==> src/rtl/can_parse_pkg.sv <==
package can_parse_pkg;

    localparam int ID_BITS   = 11;
    localparam int CTRL_BITS = 3;
    localparam int DLC_BITS  = 4;
    localparam int CRC_BITS  = 15;
    localparam int BYTE_BITS = 8;
    localparam int DEF_BYTES = 8;
    localparam int SHIFT_W   = CRC_BITS;
    localparam int CNT_W     = $clog2(CRC_BITS);
    localparam logic [CRC_BITS-1:0] CRC_POLY = 15'h4599;

    typedef enum logic [2:0] {
        ST_IDLE,
        ST_IDENT,
        ST_CTRL,
        ST_LEN,
        ST_DATA,
        ST_CHECK
    } fld_state_t;

    typedef struct packed {
        logic                 valid;
        logic [ID_BITS-1:0]   ident;
        logic [CRC_BITS-1:0]  rx_crc;
    } frame_end_t;

    function automatic logic [CRC_BITS-1:0] crc_step(
        input logic [CRC_BITS-1:0] cur,
        input logic                b
    );
        logic fb;
        fb = b ^ cur[CRC_BITS-1];
        return {cur[CRC_BITS-2:0], 1'b0} ^ (fb ? CRC_POLY : '0);
    endfunction

endpackage

==> src/rtl/can_crc15.sv <==
module can_crc15
    import can_parse_pkg::*;
(
    input  logic                clk,
    input  logic                rst,
    input  logic                clr,
    input  logic                en,
    input  logic                bit_in,
    output logic [CRC_BITS-1:0] crc
);

    always_ff @(posedge clk) begin
        if (rst || clr) begin
            crc <= '0;
        end else if (en) begin
            crc <= crc_step(crc, bit_in);
        end
    end

    // the remainder only moves on an enabled bit
    p_crc_hold_r6: assert property (@(posedge clk) disable iff (rst)
        (!en && !clr) |=> $stable(crc));

endmodule

==> src/rtl/can_field_seq.sv <==
module can_field_seq
    import can_parse_pkg::*;
#(
    parameter int MAX_BYTES = DEF_BYTES,
    localparam int LEN_W = $clog2(MAX_BYTES + 1),
    localparam int IDX_W = $clog2(MAX_BYTES)
) (
    input  logic                 clk,
    input  logic                 rst,
    input  logic                 bit_valid,
    input  logic                 bit_in,
    output logic                 busy,
    output logic                 start,
    output logic                 crc_en,
    output logic                 wr_en,
    output logic [IDX_W-1:0]     wr_idx,
    output logic [BYTE_BITS-1:0] wr_data,
    output frame_end_t           fend
);

    fld_state_t           state;
    logic [CNT_W-1:0]     cnt;
    logic [SHIFT_W-1:0]   sh;
    logic [SHIFT_W-1:0]   sh_next;
    logic [LEN_W-1:0]     nbytes;
    logic [LEN_W-1:0]     len_clamped;
    logic [IDX_W-1:0]     byte_idx;
    logic [ID_BITS-1:0]   id_hold;

    assign sh_next = {sh[SHIFT_W-2:0], bit_in};

    always_comb begin
        if (sh_next[DLC_BITS-1:0] > DLC_BITS'(MAX_BYTES)) begin
            len_clamped = LEN_W'(MAX_BYTES);
        end else begin
            len_clamped = LEN_W'(sh_next[DLC_BITS-1:0]);
        end
    end

    always_ff @(posedge clk) begin
        if (rst) begin
            state    <= ST_IDLE;
            cnt      <= '0;
            sh       <= '0;
            nbytes   <= '0;
            byte_idx <= '0;
            id_hold  <= '0;
        end else if (bit_valid) begin
            sh <= sh_next;
            unique case (state)
                ST_IDLE: begin
                    if (!bit_in) begin
                        state <= ST_IDENT;
                        cnt   <= '0;
                    end
                end
                ST_IDENT: begin
                    if (cnt == CNT_W'(ID_BITS - 1)) begin
                        id_hold <= sh_next[ID_BITS-1:0];
                        state   <= ST_CTRL;
                        cnt     <= '0;
                    end else begin
                        cnt <= cnt + 1'b1;
                    end
                end
                ST_CTRL: begin
                    if (cnt == CNT_W'(CTRL_BITS - 1)) begin
                        state <= ST_LEN;
                        cnt   <= '0;
                    end else begin
                        cnt <= cnt + 1'b1;
                    end
                end
                ST_LEN: begin
                    if (cnt == CNT_W'(DLC_BITS - 1)) begin
                        nbytes   <= len_clamped;
                        byte_idx <= '0;
                        cnt      <= '0;
                        state    <= (len_clamped == '0) ? ST_CHECK : ST_DATA;
                    end else begin
                        cnt <= cnt + 1'b1;
                    end
                end
                ST_DATA: begin
                    if (cnt == CNT_W'(BYTE_BITS - 1)) begin
                        cnt      <= '0;
                        byte_idx <= byte_idx + 1'b1;
                        if (LEN_W'(byte_idx) + LEN_W'(1) == nbytes) begin
                            state <= ST_CHECK;
                        end
                    end else begin
                        cnt <= cnt + 1'b1;
                    end
                end
                ST_CHECK: begin
                    if (cnt == CNT_W'(CRC_BITS - 1)) begin
                        state <= ST_IDLE;
                        cnt   <= '0;
                    end else begin
                        cnt <= cnt + 1'b1;
                    end
                end
                default: state <= ST_IDLE;
            endcase
        end
    end

    assign busy    = (state != ST_IDLE);
    assign start   = bit_valid && (state == ST_IDLE) && !bit_in;
    assign crc_en  = bit_valid && (state == ST_IDENT || state == ST_CTRL ||
                                   state == ST_LEN   || state == ST_DATA);
    assign wr_en   = bit_valid && (state == ST_DATA) &&
                     (cnt == CNT_W'(BYTE_BITS - 1));
    assign wr_idx  = byte_idx;
    assign wr_data = sh_next[BYTE_BITS-1:0];

    always_comb begin
        fend.valid  = bit_valid && (state == ST_CHECK) &&
                      (cnt == CNT_W'(CRC_BITS - 1));
        fend.ident  = id_hold;
        fend.rx_crc = sh_next[CRC_BITS-1:0];
    end

    // recessive bits while idle keep the parser idle
    p_idle_ones_r1: assert property (@(posedge clk) disable iff (rst)
        ((state == ST_IDLE) && bit_valid && bit_in) |=> (state == ST_IDLE));

    // no accepted bit, no movement
    p_gap_hold_r8: assert property (@(posedge clk) disable iff (rst)
        !bit_valid |=> ($stable(state) && $stable(cnt)));

    // the byte index never passes the clamped length
    p_idx_bound_r3: assert property (@(posedge clk) disable iff (rst)
        (state == ST_DATA) |-> (LEN_W'(byte_idx) < nbytes));

    // the bit counter stays inside the longest field
    p_cnt_range_r2: assert property (@(posedge clk) disable iff (rst)
        cnt < CNT_W'(CRC_BITS));

endmodule

==> src/rtl/can_payload_buf.sv <==
module can_payload_buf
    import can_parse_pkg::*;
#(
    parameter int NB   = DEF_BYTES,
    parameter int AW   = 4,
    localparam int IDX_W = $clog2(NB),
    localparam int LEN_W = $clog2(NB + 1)
) (
    input  logic                 clk,
    input  logic                 rst,
    input  logic                 clr,
    input  logic                 wr_en,
    input  logic [IDX_W-1:0]     wr_idx,
    input  logic [BYTE_BITS-1:0] wr_data,
    input  logic [AW-1:0]        rd_addr,
    output logic [BYTE_BITS-1:0] rd_data
);

    logic [BYTE_BITS-1:0] mem [NB];
    logic [LEN_W-1:0]     fill;

    for (genvar g = 0; g < NB; g++) begin : g_entry
        always_ff @(posedge clk) begin
            if (rst) begin
                mem[g] <= '0;
            end else if (wr_en && (wr_idx == IDX_W'(g))) begin
                mem[g] <= wr_data;
            end
        end
    end

    always_ff @(posedge clk) begin
        if (rst || clr) begin
            fill <= '0;
        end else if (wr_en) begin
            fill <= LEN_W'(wr_idx) + LEN_W'(1);
        end
    end

    always_ff @(posedge clk) begin
        if (rst) begin
            rd_data <= '0;
        end else if (32'(rd_addr) < 32'(fill)) begin
            rd_data <= mem[rd_addr[IDX_W-1:0]];
        end else begin
            rd_data <= '0;
        end
    end

    // stored count never exceeds the store depth
    p_fill_max_r3: assert property (@(posedge clk) disable iff (rst)
        32'(fill) <= NB);

    // addresses past the store read as zero
    p_far_zero_r5: assert property (@(posedge clk) disable iff (rst)
        (32'(rd_addr) >= NB) |=> (rd_data == '0));

endmodule

==> src/rtl/can_frame_parser.sv <==
module can_frame_parser
    import can_parse_pkg::*;
#(
    parameter int MAX_BYTES = DEF_BYTES,
    parameter int RD_AW     = 4,
    localparam int IDX_W    = $clog2(MAX_BYTES)
) (
    input  logic                 clk,
    input  logic                 rst,
    input  logic                 bit_valid,
    input  logic                 bit_in,
    input  logic [RD_AW-1:0]     rd_addr,
    output logic [ID_BITS-1:0]   frame_id,
    output logic [BYTE_BITS-1:0] rd_byte,
    output logic                 busy,
    output logic                 crc_error
);

    logic                 start;
    logic                 crc_en;
    logic                 wr_en;
    logic [IDX_W-1:0]     wr_idx;
    logic [BYTE_BITS-1:0] wr_data;
    logic [CRC_BITS-1:0]  crc_calc;
    frame_end_t           fend;

    can_field_seq #(.MAX_BYTES(MAX_BYTES)) u_seq (
        .clk       (clk),
        .rst       (rst),
        .bit_valid (bit_valid),
        .bit_in    (bit_in),
        .busy      (busy),
        .start     (start),
        .crc_en    (crc_en),
        .wr_en     (wr_en),
        .wr_idx    (wr_idx),
        .wr_data   (wr_data),
        .fend      (fend)
    );

    can_crc15 u_crc (
        .clk    (clk),
        .rst    (rst),
        .clr    (start),
        .en     (crc_en),
        .bit_in (bit_in),
        .crc    (crc_calc)
    );

    can_payload_buf #(.NB(MAX_BYTES), .AW(RD_AW)) u_buf (
        .clk     (clk),
        .rst     (rst),
        .clr     (start),
        .wr_en   (wr_en),
        .wr_idx  (wr_idx),
        .wr_data (wr_data),
        .rd_addr (rd_addr),
        .rd_data (rd_byte)
    );

    always_ff @(posedge clk) begin
        if (rst) begin
            frame_id  <= '0;
            crc_error <= 1'b0;
        end else if (fend.valid) begin
            frame_id  <= fend.ident;
            crc_error <= (fend.rx_crc != crc_calc);
        end
    end

    // a dominant bit while idle opens a frame
    p_busy_rise_r1: assert property (@(posedge clk) disable iff (rst)
        (!busy && bit_valid && !bit_in) |=> busy);

    // the last CRC bit closes the frame
    p_busy_fall_r7: assert property (@(posedge clk) disable iff (rst)
        fend.valid |=> !busy);

    // results hold while idle
    p_hold_idle_r8: assert property (@(posedge clk) disable iff (rst)
        !busy |=> ($stable(frame_id) && $stable(crc_error)));

endmodule

==> config.mk <==
export PLATFORM = sky130hd
export DESIGN_NAME = can_frame_parser
export DESIGN_NICKNAME = d
export VERILOG_FILES = /design/src/rtl/can_parse_pkg.sv /design/src/rtl/can_crc15.sv /design/src/rtl/can_field_seq.sv /design/src/rtl/can_payload_buf.sv /design/src/rtl/can_frame_parser.sv
export SDC_FILE = /design/constraint.sdc
export NUM_CORES = 1
export LEC_CHECK = 0
export CORE_UTILIZATION = 25
export CTS_CLUSTER_SIZE = 8
export DETAILED_ROUTE_END_ITERATION = 16
export DONT_BUFFER_PORTS = 1
export GPL_ROUTABILITY_DRIVEN = 0
export GPL_TIMING_DRIVEN = 1
export PLACE_DENSITY = 0.47
export SYNTH_ARGS = -nofsm -noshare
export SYNTH_HDL_FRONTEND = slang
export SYNTH_HIERARCHICAL = 1
export SYNTH_SLANG_ARGS = --single-unit
export TNS_END_PERCENT = 1
==> constraint.sdc <==
create_clock -name clk -period 2.5 [get_ports clk]
set_input_delay 0.25 -clock clk [delete_from_list [all_inputs] [get_ports clk]]
set_output_delay 0.25 -clock clk [all_outputs]
set_load 0.01 [all_outputs]
======== Word-level counts from Yosys, hierarchy flattened ========
Memories as Yosys holds them, arrays and structs flattened. A register that Yosys moved wholly into a read port is not among the register bits.
Index checks and enable logic that the tools add are counted.
word-level totals
  register bits after elaboration ......... 70
  bits in writable memories ............... 64
  output and inout bits ................... 21
  memories kept ........................... 1
memories
  name       words  width  read ports  clocked after memory_dff  write ports  line                   source
  u_buf.mem  8      8      1           1                         8            can_payload_buf.sv:19  logic [BYTE_BITS-1:0] mem [NB];
cells by class
  add/subtract/negate cells ............... 3
  magnitude comparators ................... 2
  eq/ne operators ......................... 26
  multiplexer cells ....................... 55
  bitwise operators ....................... 11
  reductions and logical operators ........ 32
operator list
  kind                 number
  $mux 8               8
  $mux 4               7
  $mux 1               27
  $mux 3               9
  $pmux 4 s6           1
  $eq 3x3->1 const B   6
  $pmux 3 s6           1
  $logic_and 1x1->1    15
  $mux 15              1
  $ne 15x15->1         1
  $xor 15x15->15       1
  $eq 3x2->1 const B   4
  $ne 2x1->1 const B   6
  $reduce_and 3->1     3
  $eq 4x2->1 const B   2
  $eq 4x4->1 const B   2
  $or 1x1->1           8
  $reduce_and 8->1     1
  $eq 3x1->1 const B   2
  $logic_not 3->1      2
  $pmux 3 s2           1
  $reduce_bool 6->1    1
  $add 3x1->4 const B  1
  $add 4x1->4 const B  1
  other kinds (15)     18

======== Depth between registers and ports, before layout ========
  word-level depth ........................ 8
  mapped depth ............................ 9
  depth with buffers taken out ............ 7

======== Modules after synthesis ========
The synthesis kept the hierarchy.
modules (own cells, without submodules)
  module            instances  cells each  area each (µm²)  seq. area each (µm²)
  can_payload_buf   1          264         3543.4           2162.1
  can_field_seq     1          205         1869.3           780.7
  can_crc15         1          67          649.4            300.3
  can_frame_parser  1          59          583.1            240.2

======== Worst setup path before layout ========
Ideal clock, no wire load.
  path kind ............................... register -> register
  start ................................... reg u_seq.state[2]
  end ..................................... mem u_buf.mem[0][0] (enable)
  setup time .............................. 375 ps
  arrival time ............................ 1715 ps
  required time ........................... 2125 ps
  slack ................................... 411 ps
  cell stages (with the launch flop) ...... 7
  period minus slack after synthesis ...... 2089 ps
  cell sequence ........................... dfxtp_1 buf_2 nor3b_1 nand2_1 nor2_1 nand2_1 o21bai_1
RTL lines
  element                   line                   source
  start: declaration        can_field_seq.sv:21    fld_state_t state;
  start signal: assignment  can_field_seq.sv:79    state <= (len_clamped == '0) ? ST_CHECK : ST_DATA;
  end: declaration          can_payload_buf.sv:19

==> results.md <==
* Status: finished, final reports clean
* Initial Util at 25.5%
* Clock Latency Late Sink at 410 ps
* Critical Path Max Stage Delay at 370 ps
* Grt total ovfl at 0
* Routed Antenna Nets at 0
* Vias at 4260
* Post-Route Setup TNS at 0 ps
* Tmin final at 2210 ps
* CP max-delay cell: dfxtp_1
* Synth Net Count at 615
* Total wire length at 15100 um
* Placed Instance Area at 6950 um^2
* Register area share after synthesis at 52.4%
* Arr. time, crit path at 2330 ps
* I/O Pins at 29
* Via/cell ratio at 4.49
* Main synth FF type: dfxtp_1
* Distinct cells, synth at 64
* Reg2Reg Depth at 7
* GRT Total Usage at 11.9%
* Reported max-cap violation count at 0
* Layout cells sized above 1 at 13.7%
* Post-route cell area at 7620 um^2
* Post-CTS setup buffers at 0
* Area share of the largest cell type after synthesis at 28.9%
* Synthesis-stage register bit count at 142
* Post-DP HPWL at 10100 um
* Final Instance Count excl. Fillers at 949
* Mean Syn Cell Area at 11.2 um^2
* Row Count at 59
* Highest clock rate at 452 MHz
* Final worst-path cycle share at 88.4%
* Most frequent cells after synthesis: dfxtp_1 (78), and2_1 (66), nor2_1 (66)
* Worst Max-Slew Pin Slew at 987 ps
* IO Port Bufs at 0
* DP Cell Count at 911
* Power per cell area at 713 nW/um^2
* Worst R2R Setup Slack at 290 ps
* Critical path fanouts, max at 8
* Die Height at 165 um
* Crit path to: u_buf/mem[0][0]$_SDFFCE_PN0P_
* Die width at 165 um
* First-pass detailed-route iteration total at 4
* First-pass GRT wire length at 24200 um
* Worst Clk Skew at 8.84 ps
* Area Overhead vs Synth at 14.6%
* DRC viols at 0
* Setup CP Type: reg2reg
* Clock-pin slew on the worst setup and hold paths at 60 ps
* Standard cell core area at 26100 um^2
* Crit path from: u_seq/cnt[1]$_SDFFE_PP0P_
* Cell mode on critical path: nand2_1
* Largest net degree at the start of global routing at 55
* Initial DRC count at 293
* VDD IR max at 0.384 mV
* Nets at 621
* Syn Inst Count at 595
* Post-layout util at 29.2%
* CTS Buf Count at 17
* EDFF count, synth at 64
* CP startpoint kind: flop
* Static leakage at 2.80 nW
* Vias in the first global route at 4343
* Most common cell in the netlist: dfxtp_1
* CTS tree: yes
* Synth warnings at 6
* Initial antenna violation count at 0
* Maximum buffer depth of the clock tree at 2
* Die ar. at 27200 um^2
* RR Startpoint: u_seq/cnt[1]$_SDFFE_PP0P_
* Ant diodes at 0
* Setup violators final at 0
* Worst slew margin at 33.7%
* Htree depth at 4
* RSZ-0062 raised after global routing: no
* Final hold vios at 0
* Largest area contributor in the netlist: edfxtp_1
* Asr flop ratio synth at 0%
* Crit. End Element: flop
* Req. time, crit path at 2620 ps
* TritonCTS Sinks at 142
* Cell area after synthesis at 6650 um^2
* Mean routed wirelength per cell at 15.9 um
* R2R Path End: u_buf/mem[0][0]$_SDFFCE_PN0P_
* Worst hold-check path type: in2reg
* Root Buffer: clkbuf_16
* Final Max Slew Viols at 0
* Cell Chain, Critical Path: ha_1, nor2b_1, nand2_1, nor2_2, nand2_1, o21bai_1, buf_4
* Synth top area cells: edfxtp_1 (29%), dfxtp_1 (23%), mux2i_1 (9.6%)
cells in the final DEF, fill, tap and decap left out, types with 14 or more instances in the layout:
cell type,synthesis,final
clkbuf_16,0,18
xnor2_1,22,22
nand2_1,18,18
dfxtp_1,78,78
and2_1,66,66
nor2_1,66,65
buf_4,11,23
edfxtp_1,64,64
nand3_1,14,14
mux2i_1,64,64
nor3_1,16,15
mux2_2,15,15
registers in the layout, indices dropped and copies added, names as in the netlist:
name / count
u_seq/wr_idx: 3
u_seq/state: 3
frame_id: 11
u_buf/fill: 4
u_seq/sh: 14
u_buf/rd_data: 8
u_seq/nbytes: 4
u_seq/cnt: 4
u_crc/crc: 15
crc_error: 1
u_buf/mem: 64
u_seq/id_hold: 11
routing by layer:
| layer | GRT usage, % | wire, um | part of all wire (%) | vias to the layer above |
|---|---|---|---|---|
| li1 | - | - | - | 2112 |
| met1 | 15.4 | 7140 | 47 | 2062 |
| met2 | 19.2 | 7230 | 48 | 71 |
| met3 | 2.84 | 615 | 4.1 | 15 |
| met4 | 3.88 | 136 | 0.90 | 0 |
| met5 | 0 | 0 | 0 | - |
cell families (layout without fill, tap and decap cells):
logic type | count (synthesis) | after routing | share of synthesized area, %
xor gates and xnor gates | 23 | 23 | 3.03
DFF | 142 | 142 | 52.4
adders and majority gates | 12 | 12 | 2.26
buffers and inverters | 51 | 70 | 4.93
AOI/OAI and AO/OA | 58 | 58 | 6.35
muxes | 79 | 79 | 12.2
and+or+nand+nor | 230 | 230 | 18.8
cell type report:
type                    instances  area, um^2
flip-flops and latches        142        3480
clock buffers                  21         482
inverters                       9        36.3
multi-input cells             402        2840
repair buffers                 29         250
well taps                     335         419
clock inverters                11         104
fillers                      2656       18400
through the flow:
stage          total power [W]  setup slack (ps)  hold slack [ps]
3_5_place_dp           0.00298               171              329
4_1_cts                0.00550               134            0.249
2_1_floorplan          0.00294               411              322
6_report               0.00543               290             25.5
3_3_place_gp           0.00297               222              330
5_1_grt                0.00565              43.7             8.66
critical path: cells and delay by family (launching register included):
family                   cells  cell delay [ps]
flip-flops                   1              370
AND/OR/NAND/NOR              4              940
AO/OA/AOI/OAI                1              180
adder cells (fa/ha/maj)      1              230
buffers and inverters        1              190
worst min-delay path by stage:
stage,from,depth (start not counted),slack (ps),end
2_1_floorplan,rst,1,320,frame_id[10]$_SDFFE_PP0P_
3_3_place_gp,rst,1,330,u_seq/sh[12]$_SDFFE_PP0P_
3_5_place_dp,rst,1,330,u_seq/sh[12]$_SDFFE_PP0P_
4_1_cts,rst,2,0.2,u_seq/state[2]$_SDFFE_PP0P_
5_1_grt,rst,2,9,u_crc/crc[14]$_SDFFE_PP0P_
6_report,rst,2,30,u_crc/crc[14]$_SDFFE_PP0P_
report_power, final:
part	switching [W]	internal (W)
registers	0.0000531	0.00250
clock network	0.000983	0.00149
logic	0.000237	0.000170
what timing repair did:
item	4_1_cts	5_1_grt
endpoints found under the setup margin	0	106
endpoints found under the hold margin	54	1
hold buffers	5	1
gates resized for setup	0	1
No activity file was read; power rests on OpenSTA's default activity.
